## config.mk

```make
export PLATFORM = sky130hd
export DESIGN_NAME = mac_unit
export DESIGN_NICKNAME = d
export VERILOG_FILES = /design/src/rtl/mac_pkg.sv /design/src/rtl/mac_trigger.sv /design/src/rtl/mac_multiplier.sv /design/src/rtl/mac_accum.sv /design/src/rtl/mac_unit.sv
export SDC_FILE = /design/constraint.sdc
export NUM_CORES = 1
export LEC_CHECK = 0
export BUFFER_PORTS_ARGS = -buffer_cell sky130_fd_sc_hd__clkbuf_2
export CAP_MARGIN = 20
export CORE_UTILIZATION = 57
export CTS_BUF_LIST = sky130_fd_sc_hd__clkbuf_16
export CTS_CLUSTER_DIAMETER = 150
export DETAILED_ROUTE_END_ITERATION = 10
export PLACE_DENSITY = 0.73
export SLEW_MARGIN = 40
export SYNTH_ARGS = -nofsm -noshare
export SYNTH_HDL_FRONTEND = slang
export SYNTH_HIERARCHICAL = 1
export SYNTH_SLANG_ARGS = --single-unit
```

## constraint.sdc

```tcl
create_clock -name clk -period 11 [get_ports clk]
set_clock_uncertainty 0.2 [all_clocks]
set_input_delay 2.2 -clock clk [delete_from_list [all_inputs] [get_ports clk]]
set_output_delay 2.2 -clock clk [all_outputs]
set_load 0.01 [all_outputs]
```

## src/rtl/mac_pkg.sv

```systemverilog
package mac_pkg;

   typedef enum logic [1:0] {
      OP_MUL  = 2'd0,
      OP_MAC  = 2'd1,
      OP_MSUB = 2'd2,
      OP_NEG  = 2'd3
   } mac_op_e;

   // Stored control fields, MSB first: lock, square, single, op, signed
   typedef struct packed {
      logic    lock;
      logic    square;
      logic    single;
      mac_op_e op;
      logic    sgn;
   } mac_cfg_t;

   localparam int CFG_W    = $bits(mac_cfg_t);
   localparam int BIT_OVF  = 6;
   localparam int BIT_CLR  = 7;
   localparam int CTRL_W   = 8;

   localparam int ADR_CTRL = 0;
   localparam int ADR_OPA  = 1;
   localparam int ADR_OPB  = 2;
   localparam int ADR_ACC0 = 3;

endpackage

```

## src/rtl/mac_trigger.sv

```systemverilog
module mac_trigger (
   input  logic clk,
   input  logic rst_n,
   input  logic clr,
   input  logic wr_a,
   input  logic wr_b,
   input  logic single,
   input  logic square,
   output logic fire
);

   logic armed_q;

   // start rules
   always_comb begin
      if (square) fire = wr_a;
      else        fire = wr_b && (single || armed_q);
   end

   always_ff @(posedge clk or negedge rst_n) begin
      if (!rst_n)            armed_q <= 1'b0;
      else if (clr || fire)  armed_q <= 1'b0;
      else if (wr_a)         armed_q <= 1'b1;
   end

endmodule

```

## src/rtl/mac_multiplier.sv

```systemverilog
module mac_multiplier #(
   parameter int OP_W   = 16,
   parameter bit SHARED = 1'b1,
   localparam int PROD_W = 2 * OP_W
) (
   input  logic [OP_W-1:0]   a,
   input  logic [OP_W-1:0]   b,
   input  logic              sgn,
   output logic [PROD_W-1:0] prod
);

   generate
      if (SHARED) begin : g_shared
         // One (OP_W+1)-bit signed array serves both operand types
         logic signed [OP_W:0]     xa, xb;
         logic signed [PROD_W+1:0] full;
         always_comb begin
            xa   = {sgn & a[OP_W-1], a};
            xb   = {sgn & b[OP_W-1], b};
            full = xa * xb;
            prod = full[PROD_W-1:0];
         end
      end else begin : g_split
         // Two arrays, result picked after the fact
         logic        [PROD_W-1:0] pu;
         logic signed [PROD_W-1:0] ps;
         always_comb begin
            pu   = {{OP_W{1'b0}}, a} * {{OP_W{1'b0}}, b};
            ps   = $signed({{OP_W{a[OP_W-1]}}, a}) * $signed({{OP_W{b[OP_W-1]}}, b});
            prod = sgn ? ps : pu;
         end
      end
   endgenerate

endmodule

```

## src/rtl/mac_accum.sv

```systemverilog
module mac_accum
   import mac_pkg::*;
#(
   parameter int ACC_W  = 48,
   parameter int PROD_W = 32
) (
   input  logic [ACC_W-1:0]  acc_cur,
   input  logic [PROD_W-1:0] prod,
   input  logic              sgn,
   input  mac_op_e           op,
   output logic [ACC_W-1:0]  acc_nxt,
   output logic              ovf_evt
);

   localparam int EXT_W = ACC_W - PROD_W;
   localparam int MSB   = ACC_W - 1;

   logic [ACC_W-1:0] ext, neg;
   logic [ACC_W:0]   sum, diff;

   always_comb begin
      ext  = sgn ? {{EXT_W{prod[PROD_W-1]}}, prod} : {{EXT_W{1'b0}}, prod};
      neg  = '0 - ext;
      sum  = {1'b0, acc_cur} + {1'b0, ext};
      diff = {1'b0, acc_cur} - {1'b0, ext};
      unique case (op)
         OP_MUL: begin
            acc_nxt = ext;
            ovf_evt = 1'b0;
         end
         OP_MAC: begin
            acc_nxt = sum[MSB:0];
            ovf_evt = sgn ? ((acc_cur[MSB] == ext[MSB]) && (sum[MSB] != acc_cur[MSB]))
                          : sum[ACC_W];
         end
         OP_MSUB: begin
            acc_nxt = diff[MSB:0];
            ovf_evt = sgn ? ((acc_cur[MSB] != ext[MSB]) && (diff[MSB] != acc_cur[MSB]))
                          : diff[ACC_W];
         end
         default: begin
            acc_nxt = sgn ? neg : ext;
            ovf_evt = 1'b0;
         end
      endcase
   end

endmodule

```

## src/rtl/mac_unit.sv

```systemverilog
module mac_unit
   import mac_pkg::*;
#(
   parameter int OP_W        = 16,
   parameter int ACC_W       = 48,
   parameter int ADDR_W      = 3,
   parameter bit SHARED_MULT = 1'b1
) (
   input  logic              clk,
   input  logic              rst_n,
   input  logic              wr_en,
   input  logic [ADDR_W-1:0] wr_addr,
   input  logic [OP_W-1:0]   wr_data,
   input  logic [ADDR_W-1:0] rd_addr,
   output logic [OP_W-1:0]   rd_data
);

   localparam int PROD_W    = 2 * OP_W;
   localparam int ACC_WORDS = ACC_W / OP_W;
   localparam int PAD_W     = OP_W - CTRL_W;

   generate
      if (ACC_W <= PROD_W) begin : g_chk_acc
         $error("mac_unit: ACC_W must exceed twice OP_W");
      end
      if (ACC_W % OP_W != 0) begin : g_chk_words
         $error("mac_unit: ACC_W must be a multiple of OP_W");
      end
      if (OP_W < CTRL_W) begin : g_chk_opw
         $error("mac_unit: OP_W must hold the control byte");
      end
      if (ADR_ACC0 + ACC_WORDS > (1 << ADDR_W)) begin : g_chk_addr
         $error("mac_unit: address space too small for accumulator words");
      end
   endgenerate

   mac_cfg_t          cfg_q, go_cfg_q;
   logic [OP_W-1:0]   opa_q, opb_q, mul_b;
   logic [ACC_W-1:0]  acc_q, acc_wr_val, acc_nxt;
   logic [PROD_W-1:0] prod;
   logic              ovf_q, ovf_evt, go_q, fire;
   logic              wr_ctrl, wr_a, wr_b, clr;
   logic [ACC_WORDS-1:0] acc_hit;
   logic              acc_addr_hit, acc_wr_en;

   // ---------------- register decode ----------------
   always_comb begin
      wr_ctrl = wr_en && (wr_addr == ADDR_W'(ADR_CTRL));
      wr_a    = wr_en && (wr_addr == ADDR_W'(ADR_OPA));
      wr_b    = wr_en && (wr_addr == ADDR_W'(ADR_OPB));
      clr     = wr_ctrl && wr_data[BIT_CLR];
   end

   generate
      for (genvar w = 0; w < ACC_WORDS; w++) begin : g_word
         assign acc_hit[w] = wr_en && (wr_addr == ADDR_W'(ADR_ACC0 + w));
         assign acc_wr_val[w*OP_W +: OP_W] =
            (acc_hit[w] && !cfg_q.lock) ? wr_data : acc_q[w*OP_W +: OP_W];
      end
   endgenerate

   assign acc_addr_hit = |acc_hit;
   assign acc_wr_en    = acc_addr_hit && !cfg_q.lock;

   // ---------------- control and operands ----------------
   always_ff @(posedge clk or negedge rst_n) begin
      if (!rst_n) begin
         cfg_q <= '0;
         opa_q <= '0;
         opb_q <= '0;
      end else begin
         if (wr_ctrl) cfg_q <= mac_cfg_t'(wr_data[CFG_W-1:0]);
         if (clr) begin
            opa_q <= '0;
            opb_q <= '0;
         end else begin
            if (wr_a) opa_q <= wr_data;
            if (wr_b) opb_q <= wr_data;
         end
      end
   end

   mac_trigger i_trig (
      .clk    (clk),
      .rst_n  (rst_n),
      .clr    (clr),
      .wr_a   (wr_a),
      .wr_b   (wr_b),
      .single (cfg_q.single),
      .square (cfg_q.square),
      .fire   (fire)
   );

   // Start pulse and the configuration it ran with
   always_ff @(posedge clk or negedge rst_n) begin
      if (!rst_n) begin
         go_q     <= 1'b0;
         go_cfg_q <= '0;
      end else begin
         go_q <= fire;
         if (fire) go_cfg_q <= cfg_q;
      end
   end

   // ---------------- datapath ----------------
   assign mul_b = go_cfg_q.square ? opa_q : opb_q;

   mac_multiplier #(
      .OP_W   (OP_W),
      .SHARED (SHARED_MULT)
   ) i_mult (
      .a    (opa_q),
      .b    (mul_b),
      .sgn  (go_cfg_q.sgn),
      .prod (prod)
   );

   mac_accum #(
      .ACC_W  (ACC_W),
      .PROD_W (PROD_W)
   ) i_acc (
      .acc_cur (acc_q),
      .prod    (prod),
      .sgn     (go_cfg_q.sgn),
      .op      (go_cfg_q.op),
      .acc_nxt (acc_nxt),
      .ovf_evt (ovf_evt)
   );

   // Priority: clear, then computation, then direct word writes
   always_ff @(posedge clk or negedge rst_n) begin
      if (!rst_n) begin
         acc_q <= '0;
         ovf_q <= 1'b0;
      end else if (clr) begin
         acc_q <= '0;
         ovf_q <= 1'b0;
      end else if (go_q) begin
         acc_q <= acc_nxt;
         ovf_q <= ovf_q | ovf_evt;
      end else if (acc_wr_en) begin
         acc_q <= acc_wr_val;
      end
   end

   // ---------------- read mux ----------------
   always_comb begin
      rd_data = '0;
      if (rd_addr == ADDR_W'(ADR_CTRL))
         rd_data = {{PAD_W{1'b0}}, 1'b0, ovf_q, cfg_q};
      else if (rd_addr == ADDR_W'(ADR_OPA))
         rd_data = opa_q;
      else if (rd_addr == ADDR_W'(ADR_OPB))
         rd_data = opb_q;
      for (int w = 0; w < ACC_WORDS; w++) begin
         if (rd_addr == ADDR_W'(ADR_ACC0 + w)) rd_data = acc_q[w*OP_W +: OP_W];
      end
   end

endmodule

```

==> results of run 1 <==
==> cells in the final DEF (no fill, tap or decap), types with 9 or more instances in the layout <==
cell and count:
a22o_1 32, a211oi_1 12, mux2i_1 26, o211ai_1 14, o21ai_1 13, o21bai_1 19
a22oi_1 17, nand2_1 251, a21oi_1 167, nor4_1 9, nor2_1 143, nor3_1 28
fa_1 283, mux2_2 37, a31oi_1 60, a21o_1 29, and3_1 17, nand4_1 17
clkbuf_16 9, ha_1 166, o31ai_1 20, nand2b_1 26, dfrtp_1 91, buf_4 49
o22ai_1 29, xor2_1 16, a221oi_1 54, or3_1 11, nor2b_1 24, xnor2_1 99
o221ai_1 10, inv_1 477, or2_2 13, clkbuf_2 38, o21ai_0 142, and2_1 134
nand3_1 28
==> worst register-to-register path: cells and delay by family, from the launching register on <==
| family | cells | cell delay [ns] |
|---|---|---|
| adders and majority gates | 8 | 3.99 |
| AOI/OAI and AO/OA | 12 | 2.89 |
| and+or+nand+nor | 5 | 1.30 |
| muxes | 2 | 0.61 |
| DFF | 1 | 0.58 |
| buffers and inverters | 5 | 0.55 |
| xor gates and xnor gates | 1 | 0.31 |
==> synth_stat cells (8+ instances only) <==
| cell type | n |
|---|---|
| inv_1 | 479 |
| fa_1 | 284 |
| nand2_1 | 251 |
| a21oi_1 | 169 |
| ha_1 | 169 |
| nor2_1 | 143 |
| o21ai_0 | 142 |
| and2_1 | 135 |
| clkbuf_1 | 109 |
| xnor2_1 | 100 |
| dfrtp_1 | 93 |
| a31oi_1 | 60 |
| a221oi_1 | 54 |
| buf_2 | 37 |
| mux2_2 | 37 |
| a22o_1 | 32 |
| a21o_1 | 29 |
| nand3_1 | 29 |
| o22ai_1 | 29 |
| nor3_1 | 28 |
| mux2i_1 | 26 |
| nand2b_1 | 26 |
| nor2b_1 | 25 |
| o31ai_1 | 20 |
| o21bai_1 | 19 |
| a22oi_1 | 17 |
| and3_1 | 17 |
| nand4_1 | 17 |
| xor2_1 | 16 |
| o211ai_1 | 14 |
| o21ai_1 | 14 |
| or2_2 | 13 |
| a211oi_1 | 12 |
| buf_4 | 12 |
| or3_1 | 11 |
| nor4_1 | 10 |
| o221ai_1 | 10 |
| a21boi_0 | 8 |
==> repair_timing <==
| action | 4_1_cts | 5_1_grt |
|---|---|---|
| gates resized for setup | 1 | 11 |
| endpoints found under the setup margin | 2 | 8 |
| pin swaps | 0 | 0 |
==> final cells by class <==
cell class | instances | share of cell area, %
repair buffers | 90 | 2.42
multi-input cells | 2117 | 76.3
inverters | 483 | 7.47
clock inverters | 7 | 0.469
flip-flops and latches | 93 | 9.61
clock buffers | 9 | 0.928
diodes | 5 | 0.0515
well taps | 525 | 2.71
==> layer usage <==
layer  track usage, %  wire length (um)  vias to the layer above
li1                 -                 -                     9500
met1             50.0             31100                    10670
met2             59.2             34700                     1151
met3             8.53              7830                      243
met4             16.4              3550                        2
met5                0                12                        -
==> flip-flops by register name (all words and copies together) (netlist names) <==
signal	cells
acc_q	48
opa_q	16
opb_q	16
cfg_q	6
go_cfg_q	4
go_q	1
i_trig/armed_q	1
ovf_q	1
==> metrics by stage <==
stage	utilization, %	setup TNS [ns]	hold slack (ns)
after floorplan	-	0	0.258
after global placement	59.5	0	0.302
after detailed placement	59.5	-0.153	0.313
after CTS	60.4	0	0.321
after global routing	60.5	0	0.357
final	60.5	0	0.334
==> cells by family after synthesis <==
logic type | after synthesis | synth area share [%]
multiplexers | 70 | 3.57
buffers and inverters | 656 | 11.2
AND/OR/NAND/NOR | 741 | 15.9
adder cells (fa/ha/maj) | 453 | 33.3
AO/OA/AOI/OAI | 737 | 21.8
XOR/XNOR | 116 | 4.34
flip-flops | 93 | 9.94
==> path summary, 6_finish.rpt <==
kind	startpoint	to
setup / recovery	go_cfg_q[4]	acc_q[46]
setup reg to reg	go_cfg_q[4]	acc_q[46]
hold reg to reg	opb_q[0]	opb_q[0]
hold / removal	opb_q[0]	opb_q[0]
min in group asynchronous	rst_n	opa_q[11]
max in group asynchronous	rst_n	go_cfg_q[4]
==> flow_summary.toml, run 1 <==
[layout]
instances_no_fill = 3329
multiInputGateArea_sq_um = 18500
layout-drive-gt1-share_pct = 8.22
fillers = 3563
design_area_sq_um = 24300
ff_latch_area_sq_um = 2330
finalNetCount = 3272
syn2layout_area_growth_pct = 3.71

[setup_path]
path_max_fanout = 17
cp_common_cell = "fa_1"
cp_slowest_cell = "fa_1"
critPathRequiredTime_ns = 10.99
cp-start-kind = "register"
critPathKind = "reg2reg"
arrival_ns = 10.56
r2r_slack_ns = 0.43
endpoint_kind = "register"
reg2reg_depth = 33
critical_path.top_delay_family = "adder cells"
crit_buf_inv = 5
cp_num_cells = 33
max_stage_delay_ns = 0.62

[global_routing]
grt_pass1_wl_mm = 123
grt_pass1_vias = 22008
groute.usage.overall_pct = 37.8
antenna_found_initial = 4
grt_max_degree = 98
grt_overflow_total = 0

[timing]
worstMarginPinSlew_ns = 0.920
rsz0062_at_grt = "no"
setup_viol_count_final = 0
hold_viol_final = 0
relSlewSlack_pct = 38.3
drv_slew = 0
fin_crit_ns = 10.57
period_share_pct = 96.1
max_freq_ghz = 0.0946
setup_ws_ns = 0.431

[clocking]
insertion_delay_ns = 0.34
cts_hold_buffers = 0
post-cts-setup-buffers = 0
clock_sinks = 93
numCtsBuffers = 9
cts_max_path_buffers = 2
cts_max_level = 3
cts-root-buf = "clkbuf_16"
cts.reportedPaths.clkPinSlew_ns = 0.06
cts_tree = "yes"

[detailed_routing]
route.detailed.drc = 0
drt_iter0_drc = 2472
wl_mm = 77.2
firstDrtPassIters = 7
vias = 21566
postRouteAntennaNets = 0
routedWlPerCell_um = 23.2
viasPerCell = 6.48

[yosys]
synth_fp_nets = 3344
synth_flop_cell = "dfrtp_1"
syn-mean-instance-area_sq_um = 8.17
yosysTopAreaCell = "fa_1"
synth.distinct_cells = 107
async_flop_share_pct = 100
ys_warn_count = 6
ys_seq_elements = 93
synth_cells = 2866
synth_top_area_share_pct = 24.3
ys_seq_area_share_pct = 9.94
synth_area_leaders = "fa_1 24%, dfrtp_1 9.9%, ha_1 9.0%, inv_1 7.7%, nand2_1 4.0%"
synth-edff-count = 0
synth_area_sq_um = 23400

[placed_design]
io_buffers = 40
gp_congestion = 0.973
dp.cells = 3308
dp_hpwl_mm = 60.3
placed_cell_area_sq_um = 23900
dp_slack_ns = -0.0883

[die]
coreArea_sq_um = 40100
die_area_sq_um = 41900
die_w_um = 205
chipHeight_um = 205
initial_core_util_pct = 58.4
core.rowCount = 73
ios = 41

[hold_path]
min_path_type = "reg2reg"
hold_depth = 1

[flow_run]
drv_cap = 0

[run_status]
status = "finished clean"
Power of run 1 is not shown: default switching activity piles up to over one toggle a cycle in this logic, so the estimate is an artifact.
==> inputs of run 2 (changes only) <==
- CORE_UTILIZATION: 57 -> 26
- PLACE_DENSITY: 0.73 -> not set
==> run 2 against run 1 <==
  * First-iteration DRC count is 15% lower
  * Via count is 3.2% lower
  * Fmax is 1.3% higher
  * Routed wire length is 1.9% higher
  * Non-clock buffer count is 8 higher
  * Count of clock-buffer cells in the layout stayed put
  * Critical endpoint is now acc_q[43]
==> flow_summary.toml, run 2 (synthesized netlist as in run 1, its figures left out) <==
[clocking]
cts_tree = "yes"
insertion_delay_ns = 0.35
clock_sinks = 93
cts_max_level = 3
numCtsBuffers = 9
cts_max_path_buffers = 2
post-cts-setup-buffers = 0
cts-root-buf = "clkbuf_16"
cts.reportedPaths.clkPinSlew_ns = 0.07

[placed_design]
dp.cells = 3956
io_buffers = 40
gp_congestion = 0.944
placed_cell_area_sq_um = 24700
dp_hpwl_mm = 61.6

[detailed_routing]
viasPerCell = 5.26
route.detailed.drc = 0
wl_mm = 78.6
vias = 20880
drt_iter0_drc = 2107
postRouteAntennaNets = 0
routedWlPerCell_um = 19.8
firstDrtPassIters = 6

[global_routing]
antenna_found_initial = 9
grt_max_degree = 98
grt_overflow_total = 0
grt_pass1_vias = 20562
grt_pass1_wl_mm = 122
groute.usage.overall_pct = 17.2

[layout]
mostFrequentLayoutCells = "480 x inv_1, 283 x fa_1, 251 x nand2_1"
layout_commonest_cell = "inv_1"
largest_reg_flops = 48
instances_no_fill = 3972
finalNetCount = 3280
layout_top_registers = "acc_q x48, opa_q x16, opb_q x16"
ff_latch_area_sq_um = 2330
multiInputGateArea_sq_um = 18500
fillers = 9523
layout-drive-gt1-share_pct = 8.19
num_antenna_cells = 0
design_area_sq_um = 25000
syn2layout_area_growth_pct = 6.98
regMostFlops = "acc_q"

[timing]
relSlewSlack_pct = 36.8
hold_viol_final = 0
max_freq_ghz = 0.0958
rsz0062_at_grt = "no"
setup_viol_count_final = 0
worstMarginPinSlew_ns = 0.947
fin_crit_ns = 10.43
period_share_pct = 94.9
fin_tns_setup_ns = 0
hold_slack_ns = 0.349
drv_slew = 0

[setup_path]
reg2reg_depth = 35
cp-start-kind = "register"
arrival_ns = 10.49
cp_slowest_cell = "mux2_2"
cp_common_cell = "inv_1"
path_max_fanout = 17
critPathRequiredTime_ns = 11.05
endpoint_kind = "register"
critPathKind = "reg2reg"
max_stage_delay_ns = 0.54

[die]
ios = 41
die_w_um = 302
die_area_sq_um = 91200
initial_core_util_pct = 26.4
core.rowCount = 109
coreArea_sq_um = 88800
chipHeight_um = 302

[run_status]
status = "finished clean"

[flow_run]
drv_cap = 0

[hold_path]
hold_depth = 1
min_path_type = "reg2reg"
==> run 2: changes by cell type in the layout (fill, tap and decap cells not counted), sizes merged <==
| cell | delta |
|---|---|
| diode | -5 |
| inv | +2 |
| bufinv | -2 |
| buf | +7 |
| clkbuf | +1 |
==> run 2: final timing paths <==
| check | startpoint | to | slack, ns |
|---|---|---|---|
| worst min-delay path | opb_q[1] | opb_q[1] | 0.35 |
| worst min register to register | opb_q[1] | opb_q[1] | 0.35 |
| worst max-delay path | go_cfg_q[4] | acc_q[43] | 0.57 |
| min in group asynchronous | rst_n | acc_q[11] | 1.51 |
| max in group asynchronous | rst_n | go_q | 8.07 |
| worst max register to register | go_cfg_q[4] | acc_q[43] | 0.57 |
==> run 2: worst max-delay path: cells and delay by family (launching register included) <==
family,cells,cell delay (ns)
adders and majority gates,8,3.89
AOI/OAI and AO/OA,11,2.81
and+or+nand+nor,4,0.52
DFF,1,0.52
xor gates and xnor gates,2,0.78
muxes,1,0.54
buffers and inverters,9,1.06
==> run 2: repair_timing <==
item / 4_1_cts / 5_1_grt
gates resized for setup: 0 / 3
setup endpoints to repair: 0 / 5
hold buffers: 0 / 0
==> run 2: layout make-up <==
type / instances / area share, %
clock inverter: 7 / 0.270
timing repair buffer: 98 / 2.60
multi-input combinational: 2117 / 73.9
clock buffer: 9 / 0.899
sequential: 93 / 9.30
inverter: 483 / 7.24
tap: 1165 / 5.82
==> run 2: per-stage QoR <==
step | utilization, % | setup WS (ns)
2_1_floorplan | - | 1.33
3_3_place_gp | 27.8 | 0.408
3_5_place_dp | 27.9 | 0.504
4_1_cts | 28.2 | 0.461
5_1_grt | 28.2 | 0.120
6_report | 28.2 | 0.566
==> run 2: routing by layer <==
metal / global-route usage, % / share of wire (%) / up-vias
met1: 24.1 / 44 / 10387
met3: 2.73 / 7.7 / 110
li1: - / - / 9516
met4: 3.78 / 2.3 / 6
met5: 0 / 0.037 / -
met2: 27.8 / 46 / 861
Power of run 2 is left out for the same reason.
